`src/rtl/pfd_pkg.sv`:
```
package pfd_pkg;
  localparam int CTL_W     = 8;
  localparam int POL_BIT   = 7;
  localparam int DIS_BIT   = 6;
  localparam int LDEN_BIT  = 5;
  localparam int STBY_BIT  = 4;
  localparam int GAIN_LSB  = 1;
  localparam int GAIN_W    = 3;

  typedef struct packed {
    logic              pol;
    logic              dis;
    logic              ld_en;
    logic              stby;
    logic [GAIN_W-1:0] gain;
  } ctl_t;

  function automatic ctl_t ctl_decode(input logic [CTL_W-1:0] w);
    ctl_t c;
    c.pol   = w[POL_BIT];
    c.dis   = w[DIS_BIT];
    c.ld_en = w[LDEN_BIT];
    c.stby  = w[STBY_BIT];
    c.gain  = w[GAIN_LSB +: GAIN_W];
    return c;
  endfunction
endpackage

```
`src/rtl/pfd_edge_sync.sv`:
```
module pfd_edge_sync #(
  parameter int SYNC_STAGES = 2
) (
  input  logic clk,
  input  logic rst_n,
  input  logic d_async,
  output logic rise
);
  logic [SYNC_STAGES:0] sh_q;

  always_ff @(posedge clk) begin
    if (!rst_n) sh_q <= '0;
    else        sh_q <= {sh_q[SYNC_STAGES-1:0], d_async};
  end

  assign rise = sh_q[SYNC_STAGES-1] & ~sh_q[SYNC_STAGES];
endmodule

```
`src/rtl/pfd_flag_core.sv`:
```
module pfd_flag_core #(
  parameter int RST_DLY = 4
) (
  input  logic clk,
  input  logic rst_n,
  input  logic rise_r,
  input  logic rise_v,
  output logic flag_r,
  output logic flag_v
);
  localparam int CNT_W = (RST_DLY < 2) ? 1 : $clog2(RST_DLY);
  localparam logic [CNT_W-1:0] LAST = CNT_W'(RST_DLY - 1);

  logic [CNT_W-1:0] cnt_q;
  logic both, clr;

  assign both = flag_r & flag_v;
  assign clr  = both && (cnt_q == LAST);

  always_ff @(posedge clk) begin
    if (!rst_n) begin
      flag_r <= 1'b0;
      flag_v <= 1'b0;
      cnt_q  <= '0;
    end else begin
      flag_r <= (flag_r & ~clr) | rise_r;
      flag_v <= (flag_v & ~clr) | rise_v;
      cnt_q  <= (both && !clr) ? cnt_q + 1'b1 : '0;
    end
  end

  AST_COINCIDENT_HOLD: assert property (@(posedge clk) disable iff (!rst_n)
    (both && cnt_q != LAST) |=> (flag_r && flag_v));
  AST_CNT_BOUND: assert property (@(posedge clk) disable iff (!rst_n)
    cnt_q <= LAST);
  AST_CLEAR_DONE: assert property (@(posedge clk) disable iff (!rst_n)
    (clr && !rise_r && !rise_v) |=> (!flag_r && !flag_v));
endmodule

```
`src/rtl/pfd_out_stage.sv`:
```
module pfd_out_stage
  import pfd_pkg::*;
(
  input  logic              flag_r,
  input  logic              flag_v,
  input  ctl_t              ctl,
  output logic              ref_pulse_n,
  output logic              fb_pulse_n,
  output logic              pd_oe,
  output logic              pd_up,
  output logic              lock_out,
  output logic [GAIN_W-1:0] gain_sel
);
  logic off, act_r, act_v;

  always_comb begin
    off         = ctl.dis | ctl.stby;
    act_r       = flag_r & ~off;
    act_v       = flag_v & ~off;
    ref_pulse_n = ~(ctl.pol ? act_v : act_r);
    fb_pulse_n  = ~(ctl.pol ? act_r : act_v);
    pd_oe       = (flag_r ^ flag_v) & ~off;
    pd_up       = flag_r ^ ctl.pol;
    lock_out    = ctl.ld_en & ref_pulse_n & fb_pulse_n;
    gain_sel    = ctl.gain;
  end
endmodule

```
`src/rtl/phase_freq_detector.sv`:
```
module phase_freq_detector
  import pfd_pkg::*;
#(
  parameter int RST_DLY     = 4,
  parameter int SYNC_STAGES = 2
) (
  input  logic              clk,
  input  logic              rst_n,
  input  logic              ref_in,
  input  logic              fb_in,
  input  logic              ctl_wr,
  input  logic [CTL_W-1:0]  ctl_wdata,
  output logic              ref_pulse_n,
  output logic              fb_pulse_n,
  output logic              pd_oe,
  output logic              pd_up,
  output logic              lock_out,
  output logic [GAIN_W-1:0] gain_sel
);
  localparam int N_CH = 2;

  ctl_t ctl_q;
  logic [N_CH-1:0] in_vec, rise_vec;
  logic flag_r, flag_v;
  logic unused_wdata_bit;

  assign in_vec           = {fb_in, ref_in};
  assign unused_wdata_bit = ctl_wdata[0];

  always_ff @(posedge clk) begin
    if (!rst_n)      ctl_q <= '0;
    else if (ctl_wr) ctl_q <= ctl_decode(ctl_wdata);
  end

  for (genvar g = 0; g < N_CH; g++) begin : g_sync
    pfd_edge_sync #(.SYNC_STAGES(SYNC_STAGES)) sync_i (
      .clk(clk), .rst_n(rst_n), .d_async(in_vec[g]), .rise(rise_vec[g])
    );
  end

  pfd_flag_core #(.RST_DLY(RST_DLY)) core_i (
    .clk(clk), .rst_n(rst_n),
    .rise_r(rise_vec[0]), .rise_v(rise_vec[1]),
    .flag_r(flag_r), .flag_v(flag_v)
  );

  pfd_out_stage out_i (
    .flag_r(flag_r), .flag_v(flag_v), .ctl(ctl_q),
    .ref_pulse_n(ref_pulse_n), .fb_pulse_n(fb_pulse_n),
    .pd_oe(pd_oe), .pd_up(pd_up), .lock_out(lock_out), .gain_sel(gain_sel)
  );

  AST_OFF_AT_REST: assert property (@(posedge clk) disable iff (!rst_n)
    (ctl_q.dis || ctl_q.stby) |-> (ref_pulse_n && fb_pulse_n && !pd_oe));
  AST_LOCK_STATIC_LOW: assert property (@(posedge clk) disable iff (!rst_n)
    !ctl_q.ld_en |-> !lock_out);
  AST_LOCK_NEEDS_REST: assert property (@(posedge clk) disable iff (!rst_n)
    lock_out |-> (ref_pulse_n && fb_pulse_n));
  AST_OE_ONE_SIDE: assert property (@(posedge clk) disable iff (!rst_n)
    pd_oe |-> (ref_pulse_n != fb_pulse_n));
  AST_CTL_ONLY_ON_WRITE: assert property (@(posedge clk) disable iff (!rst_n)
    !ctl_wr |=> $stable(ctl_q));
endmodule

```
`config.mk`:
```
export PLATFORM = sky130hd
export DESIGN_NAME = phase_freq_detector
export DESIGN_NICKNAME = d
export VERILOG_FILES = /design/src/rtl/pfd_pkg.sv /design/src/rtl/pfd_edge_sync.sv /design/src/rtl/pfd_flag_core.sv /design/src/rtl/pfd_out_stage.sv /design/src/rtl/phase_freq_detector.sv
export SDC_FILE = /design/constraint.sdc
export NUM_CORES = 1
export LEC_CHECK = 0
export BUFFER_PORTS_ARGS = -buffer_cell sky130_fd_sc_hd__buf_2
export CORE_UTILIZATION = 43
export CTS_CLUSTER_SIZE = 24
export DETAILED_ROUTE_END_ITERATION = 12
export GPL_ROUTABILITY_DRIVEN = 0
export PLACE_DENSITY = 0.72
export SYNTH_ARGS = -nofsm -noshare
export SYNTH_HDL_FRONTEND = slang
export SYNTH_SLANG_ARGS = --single-unit
```
`constraint.sdc`:
```
create_clock -name clk -period 1.05 [get_ports clk]
set_clock_uncertainty 0.2 [all_clocks]
set_input_delay 0.105 -clock clk [delete_from_list [all_inputs] [get_ports clk]]
set_output_delay 0.105 -clock clk [all_outputs]
set_load 0.03 [all_outputs]
```
==> results by group, run 1 <==
Floorplan
  • Full die area: 1740 µm²
  • Initial core utilization: 49.1%
  • Core ar.: 1380 µm²
  • Die Width: 41.8 µm
  • Die Y-Extent: 41.8 µm
  • Std-Cell Rows: 13
  • Io pins: 21

Layout
  • Fraction of layout instances using a drive strength above 1: 50.0%
  • Design area: 1050 µm²
  • Area grow syn2layout: 54.0%
  • Ant. Diodes: 0
  • Number of fillers in the final layout: 103
  • Most frequent cells in the layout: 11 x buf_2, 10 x dfxtp_1, 9 x dlygate4sd3_1
  • Final design utilization: 75.7%
  • Multi-input gate area: 377 µm²
  • Most common cell after layout, fill and taps aside: buf_2
  • Register area: 359 µm²
  • Final Non-Filler Cells: 109
  • # nets final: 110

Clock network
  • H-tree depth: 1
  • Clock Tree Buf Depth: 2
  • TritonCTS clock tree: built
  • Clk root buf: clkbuf_4
  • Hold buffers post-CTS: 9
  • Clock latency on the worst-skew pair: 0.28 ns
  • Reg clk slew, reported paths: 0.09 ns
  • Sink Count: 17
  • Clock buffer count from CTS: 3

Worst setup path
  • Flop-to-flop setup slack: 0.01 ns
  • Critical path required time: 0.74 ns
  • CP max-delay cell: dfxtp_4
  • WP data arrival: 1.15 ns
  • Crit path cell chain: ha_4, and2_4, buf_6
  • CP Capture Type: output port
  • Max Fanout on Critical Path: 6
  • WP buf/inv: 1
  • Worst path max stage delay: 0.38 ns
  • CP Class: register to output port
  • Critical Path Start Type: register
  • R2R Path Start: core_i.cnt_q[0]$_SDFF_PN0_
  • Delay-heaviest family, CP: flip-flops
  • Worst R2R End: core_i.flag_r$_SDFF_PN0_
  • Worst Reg2Reg Path Length in Cells: 3

Global route
  • Vias in the first global route: 521
  • Initial antenna violation count: 0
  • Largest net degree at the start of global routing: 19
  • GRT overflow: 0
  • First-pass GRT wire length: 2230 µm
  • GRT Resource Usage Total: 17.5%

Placement
  • IO buf count: 19
  • Placed Area: 831 µm²
  • Place WS: -0.150 ns
  • Dpl hpwl: 714 µm
  • Dpl cells: 95

Synth
  • Mean post-synth cell area: 10.8 µm²
  • Warnings from Yosys: 0
  • Post-Synthesis Cells: 63
  • Seq cells post-synth: 17
  • Sequential area share after synthesis: 50.1%
  • Syn_nets: 78
  • Yosys cell types: 16
  • Synthesized cell area: 679 µm²

Run
  • Max cap viols: 0

STA
  • Max Freq: 687 MHz
  • Max Transition Viols Final: 0
  • Tcrit/Tclk final: 139%
  • RSZ-0062 raised after global routing: yes
  • Finish-stage setup viols: 8
  • Worst-Margin Slew: 0.270 ns
  • Final WS setup: -0.405 ns
  • Max transition margin: 82.0%
  • Final Critical Period: 1.46 ns
  • Final Hold Viols: 1
  • Hold Worst Slack: -0.00817 ns

Route
  • Wire per inst: 12.2 µm
  • Drc violations: 0
  • Vias: 525
  • Pre-antenna DRT Iters: 2
  • Routed Antenna Nets: 0
  • Final WL: 1330 µm
  • DR vias/cell: 4.82
  • Iteration-0 DRC Markers: 1

Min path
  • Worst Hold Path Cells: 3
  • Type of the tightest min-delay check: input pin to register
  • Worst min-delay path startpoint: rst_n
  • Worst hold endpoint: core_i.cnt_q[0]$_SDFF_PN0_

Run status
  • Outcome: complete, but fails checks
  • Violated checks: negative hold slack, negative setup slack

Pwr
  • Maximum vdd drop: 1.12 mV
  • P_leak: 0.465 nW
  • Pwr/cell area: 1230 nW/µm²
[registers in the layout (all words and copies together) (netlist names)]
name and flops:
ctl_q 7, core_i.flag_r 1, g_sync.sync_i.sh_q 6, core_i.flag_v 1
core_i.cnt_q 2
[cell families (layout without fill, tap and decap cells)]
kind of cell	after synthesis	in the layout	share of synthesized area (%)
and+or+nand+nor	26	26	22.5
AOI/OAI and AO/OA	3	3	2.76
DFF	17	17	50.1
buffers and inverters	5	36	6.08
adders and majority gates	2	2	3.68
xor gates and xnor gates	1	1	1.29
muxes	9	9	13.6
[Yosys cell counts, drive strengths merged]
library cell / count / share of area, %
mux2: 2 / 3.3
nor2b: 7 / 6.4
nand3b: 2 / 2.2
buf: 5 / 6.1
nor2: 2 / 1.1
ha: 2 / 3.7
mux2i: 7 / 10
dfxtp: 17 / 50
o31a: 1 / 1.3
nor3b: 1 / 1.8
nor3: 1 / 0.74
xor2: 1 / 1.3
o21ai: 2 / 1.5
nand2: 5 / 2.8
and2: 8 / 7.4
[repair_timing]
action                     CTS  global route
setup endpoints to repair   11            12
pin swaps                    5             2
buffers inserted             0             1
resized for setup           26             3
hold endpoints to repair    10             1
[cell type report]
type	count	area share [%]
clock buffer	4	2.51
sequential	17	34.3
tap	15	1.79
timing repair buffer	32	25.4
multi-input combinational	41	36.0
[worst max-delay path by stage]
stage	startpoint	end	slack (ns)	depth (start not counted)
after floorplan	ctl_q[6]$_SDFFE_PN0P_	fb_pulse_n	-0.04	2
after global placement	core_i.flag_r$_SDFF_PN0_	pd_oe	-0.14	3
after detailed placement	core_i.flag_r$_SDFF_PN0_	pd_oe	-0.15	3
after CTS	core_i.flag_r$_SDFF_PN0_	pd_oe	-0.42	3
after global routing	core_i.flag_v$_SDFF_PN0_	pd_oe	-0.45	3
final	core_i.flag_r$_SDFF_PN0_	pd_oe	-0.41	3
[layer usage]
metal,GRT usage (%),vias up,wire (µm)
li1,-,265,-
met1,17.5,244,529
met2,33.8,14,734
met3,7.83,2,55
met4,1.94,0,5
met5,0,-,0
[worst reg2reg max path: stages (launching register included)]
cell and delay (ns):
dfxtp_4 0.36, ha_4 0.16, and2_4 0.16, o21ai_1 0.10
[power breakdown]
group | switching, mW | internal [mW] | total [mW]
Combinational | 0.116 | 0.140 | 0.256
Clock | 0.183 | 0.148 | 0.330
Sequential | 0.0256 | 0.671 | 0.696
[stage by stage]
step,power (mW),TNS [ns]
after floorplan,0.854,-0.111
after global placement,0.900,-0.569
after detailed placement,0.904,-0.655
after CTS,1.29,-1.98
after global routing,1.34,-2.35
final,1.28,-1.92
Note: power is estimated with default switching activity, not from simulation.
==> run 2: changes to the inputs <==
Settings changed: CORE_UTILIZATION 43 to 47, PLACE_DENSITY 0.72 to 0.74, SKIP_LAST_GASP from default to 1.
Clock period 1.05 ns to 1.35 ns, I/O delays scaled along.
==> results by group, run 2 (same netlist as run 1, synthesis figures left out) <==
Worst setup path
  • Critical Path Source: ctl_q[6]$_SDFFE_PN0P_
  • R2R Path Start: core_i.flag_r$_SDFF_PN0_
  • Critical Path Start Type: register
  • CP Class: register to output port
  • CP Capture Type: output port
  • WP data arrival: 1.16 ns
  • Max Fanout on Critical Path: 3
  • Critical path required time: 1.01 ns

STA
  • Max Freq: 669 MHz
  • Final Critical Period: 1.49 ns
  • Tcrit/Tclk final: 111%
  • Max transition margin: 83.4%
  • Final Hold Viols: 0
  • Hold Worst Slack: 0.0239 ns
  • Worst-Margin Slew: 0.249 ns
  • Max Transition Viols Final: 0
  • RSZ-0062 raised after global routing: yes
  • Final WS setup: -0.144 ns
  • Finish-stage setup viols: 5

Layout
  • Most frequent cells in the layout: 14 x dfxtp_1, 14 x buf_2, 9 x dlygate4sd3_1
  • Ant. Diodes: 0
  • Largest regs: ctl_q x7, g_sync.sync_i.sh_q x6, core_i.cnt_q x2
  • Final design utilization: 72.6%
  • Area grow syn2layout: 40.9%
  • # nets final: 107
  • Final Non-Filler Cells: 106
  • Number of fillers in the final layout: 92
  • Fraction of layout instances using a drive strength above 1: 38.5%
  • Max FFs per register: 7
  • Biggest register: ctl_q

Clock network
  • H-tree depth: 1
  • Sink Count: 17
  • Reg clk slew, reported paths: 0.09 ns
  • Clk root buf: clkbuf_4
  • TritonCTS clock tree: built
  • Clock latency on the worst-skew pair: 0.28 ns
  • Clock buffer count from CTS: 3
  • Clock Tree Buf Depth: 2

Min path
  • Worst min-delay path startpoint: rst_n
  • Type of the tightest min-delay check: input pin to register

Floorplan
  • Die Width: 40.0 µm
  • Std-Cell Rows: 13
  • Initial core utilization: 51.6%
  • Full die area: 1600 µm²
  • Io pins: 21
  • Die Y-Extent: 40.0 µm
  • Core ar.: 1320 µm²

Placement
  • Dpl cells: 92
  • IO buf count: 19

Route
  • Vias: 478
  • Final WL: 1100 µm
  • Wire per inst: 10.3 µm
  • Routed Antenna Nets: 0
  • Drc violations: 0
  • Iteration-0 DRC Markers: 4
  • DR vias/cell: 4.51
  • Pre-antenna DRT Iters: 3

Global route
  • GRT Resource Usage Total: 16.5%
  • First-pass GRT wire length: 1710 µm
  • Largest net degree at the start of global routing: 19
  • Initial antenna violation count: 0
  • GRT overflow: 0
  • Vias in the first global route: 457

Pwr
  • Pwr/cell area: 1010 nW/µm²
  • P_leak: 0.426 nW
  • Maximum vdd drop: 0.614 mV

Run status
  • Violated checks: negative setup slack
  • Outcome: complete, but fails checks

Run
  • Max cap viols: 0
run 2: path summary, 6_finish.rpt:
check	to	slack [ns]	cells past startpoint
worst min register to register	core_i.cnt_q[0]$_SDFF_PN0_	0.23	1
worst max-delay path	fb_pulse_n	-0.14	3
worst min-delay path	core_i.flag_v$_SDFF_PN0_	0.02	3
worst max register to register	core_i.flag_r$_SDFF_PN0_	0.24	3
run 2: repair_timing:
| item | CTS | global route |
|---|---|---|
| endpoints found under the setup margin | 5 | 5 |
| resized for setup | 22 | 2 |
| buffers inserted | 1 | 0 |
| pin swaps | 1 | 0 |
| endpoints found under the hold margin | 9 | 0 |
| hold buffers | 9 | 0 |
run 2: worst max-delay path: stages (launching register included):
cell	delay, ns
dfxtp_4	0.38
mux2_4	0.30
nand2_2	0.08
buf_6	0.12
run 2: report_power, final:
part	internal (mW)	total [mW]	switching (mW)
Clock	0.114	0.251	0.137
Combinational	0.0954	0.177	0.0815
Sequential	0.523	0.541	0.0178
Total	0.733	0.969	0.236
run 2: final cells by class:
type	instances	area [µm²]	share of cell area, %
Multi-Input combinational cell	41	335	35.0
Timing Repair Buffer	29	228	23.8
Tap cell	15	18.8	1.96
Clock buffer	4	26.3	2.75
Sequential cell	17	349	36.5
run 2: metrics by stage:
| stage | setup WS [ns] | area, µm² | power [mW] | setup TNS, ns |
|---|---|---|---|---|
| floorplan | 0.0917 | 679 | 0.645 | 0 |
| global placement | 0.0589 | 752 | 0.672 | 0 |
| detailed placement | 0.0380 | 752 | 0.675 | 0 |
| CTS | -0.153 | 946 | 0.980 | -0.642 |
| global route | -0.186 | 957 | 1.02 | -0.780 |
| finish | -0.144 | 957 | 0.969 | -0.593 |
run 2: per-layer routing:
layer | track usage, % | up-vias | share of wire, %
met5 | 0 | - | 0
met4 | 12.9 | 0 | 1.2
met3 | 3.33 | 2 | 4.3
met2 | 27.4 | 12 | 47
met1 | 18.2 | 205 | 47
li1 | - | 259 | -
==> run 3: changes to the inputs <==
Settings changed: CORE_UTILIZATION 47 to 35, PLACE_DENSITY 0.74 to default.
==> results by group, run 3 (same netlist as run 1, synthesis figures left out) <==
Layout
  • Multi-input gate area: 333 µm²
  • Number of fillers in the final layout: 165
  • Biggest register: ctl_q
  • Register area: 352 µm²
  • Largest regs: ctl_q x7, g_sync.sync_i.sh_q x6, core_i.cnt_q x2
  • # nets final: 108
  • Ant. Diodes: 0
  • Area grow syn2layout: 43.3%
  • Most frequent cells in the layout: 14 x dfxtp_1, 14 x buf_2, 9 x dlygate4sd3_1
  • Final Non-Filler Cells: 117
  • Fraction of layout instances using a drive strength above 1: 38.0%
  • Max FFs per register: 7
  • Final design utilization: 55.2%

STA
  • Tcrit/Tclk final: 113%
  • Finish-stage setup viols: 5
  • Final WS setup: -0.171 ns
  • RSZ-0062 raised after global routing: yes
  • Setup TNS: -0.670 ns
  • Max Transition Viols Final: 0
  • Final Hold Viols: 0
  • Max Freq: 658 MHz
  • Max transition margin: 82.1%
  • Hold Worst Slack: 0.0310 ns
  • Worst-Margin Slew: 0.268 ns
  • Final Critical Period: 1.52 ns

Worst setup path
  • WP data arrival: 1.19 ns
  • Max Fanout on Critical Path: 3
  • WP depth: 3
  • Worst path max stage delay: 0.38 ns
  • CP max-delay cell: dfxtp_4
  • Worst Reg2Reg Path Length in Cells: 3
  • Delay-heaviest family, CP: flip-flops
  • CP Class: register to output port
  • Critical path required time: 1.01 ns
  • WP buf/inv: 1
  • Critical Path Start Type: register
  • Crit path cell chain: mux2_4, nand2_2, buf_6
  • CP Capture Type: output port

Clock network
  • Sink Count: 17
  • Clock buffer count from CTS: 3
  • H-tree depth: 1
  • Clk root buf: clkbuf_4
  • Reg clk slew, reported paths: 0.10 ns
  • Clock latency on the worst-skew pair: 0.29 ns
  • TritonCTS clock tree: built
  • Clock Tree Buf Depth: 2

Route
  • Drc violations: 0
  • Routed wl met3: 56 µm
  • Vias: 500
  • Iteration-0 DRC Markers: 4
  • Met1 wire length: 541 µm
  • Wire per inst: 10.6 µm
  • Max Used Layer: met4
  • Pre-antenna DRT Iters: 3
  • DR vias/cell: 4.27
  • Final WL: 1250 µm
  • Routed Antenna Nets: 0
  • DR WL met2: 634 µm

Floorplan
  • Full die area: 2120 µm²
  • Io pins: 21
  • Core ar.: 1760 µm²
  • Die Y-Extent: 46.1 µm
  • Initial core utilization: 38.5%
  • Std-Cell Rows: 15
  • Die Width: 46.1 µm

Global route
  • GRT Resource Usage Total: 13.6%
  • First-pass GRT wire length: 1930 µm
  • GRT overflow: 0
  • Initial antenna violation count: 0
  • Vias in the first global route: 455
  • Largest net degree at the start of global routing: 19

Run status
  • Violated checks: negative setup slack
  • Outcome: complete, but fails checks

Placement
  • IO buf count: 19
  • Dpl cells: 102
  • Dpl hpwl: 718 µm
  • Place WS: 0.0291 ns

Min path
  • Type of the tightest min-delay check: input pin to register
  • Worst Hold Path Cells: 3

Run
  • Max cap viols: 0

Pwr
  • Pwr/cell area: 1010 nW/µm²
  • Maximum vdd drop: 0.476 mV
  • P_leak: 0.433 nW
==> run 3: per-layer routing <==
layer / GRT usage [%] / vias up
li1: - / 262
met3: 5.88 / 2
met4: 7.06 / 0
met1: 15.3 / 224
met5: 0 / -
met2: 21.7 / 12
==> run 3: final cells by class <==
cell class	count	share of cell area, %
timing repair buffer	30	23.8
multi-input combinational	41	34.2
tap	25	3.21
sequential	17	36.1
clock buffer	4	2.70
==> run 3: metrics by stage <==
stage | power, mW | cell area (µm²)
2_1_floorplan | 0.645 | 679
6_report | 0.981 | 973
4_1_cts | 0.991 | 961
5_1_grt | 1.03 | 973
3_5_place_dp | 0.676 | 764
3_3_place_gp | 0.673 | 764
==> run 3: final timing paths <==
| check | startpoint | end | slack (ns) |
|---|---|---|---|
| setup / recovery | ctl_q[6]$_SDFFE_PN0P_ | ref_pulse_n | -0.17 |
| hold / removal | rst_n | core_i.flag_r$_SDFF_PN0_ | 0.03 |
| setup reg to reg | core_i.flag_v$_SDFF_PN0_ | core_i.flag_v$_SDFF_PN0_ | 0.23 |
| hold reg to reg | core_i.cnt_q[0]$_SDFF_PN0_ | core_i.cnt_q[0]$_SDFF_PN0_ | 0.23 |
==> run 3: worst reg2reg max path, cell delays in order (launching register included) <==
cell and delay [ns]:
dfxtp_4 0.38, ha_4 0.16, and2_1 0.15, o21ai_0 0.16
==> run 3: repair_timing <==
action                                  4_1_cts  5_1_grt
endpoints found under the setup margin        5        5
endpoints found under the hold margin         9        0
pin swaps                                     1        2
gates resized for setup                      23        1
hold buffers                                  9        0
cloned                                        0        0
setup buffers                                 1        1
==> run 3: power breakdown <==
part | total [mW] | internal, mW | switching (mW)
clock network | 0.261 | 0.115 | 0.147
logic | 0.179 | 0.0951 | 0.0840
registers | 0.540 | 0.522 | 0.0179
total | 0.981 | 0.732 | 0.248
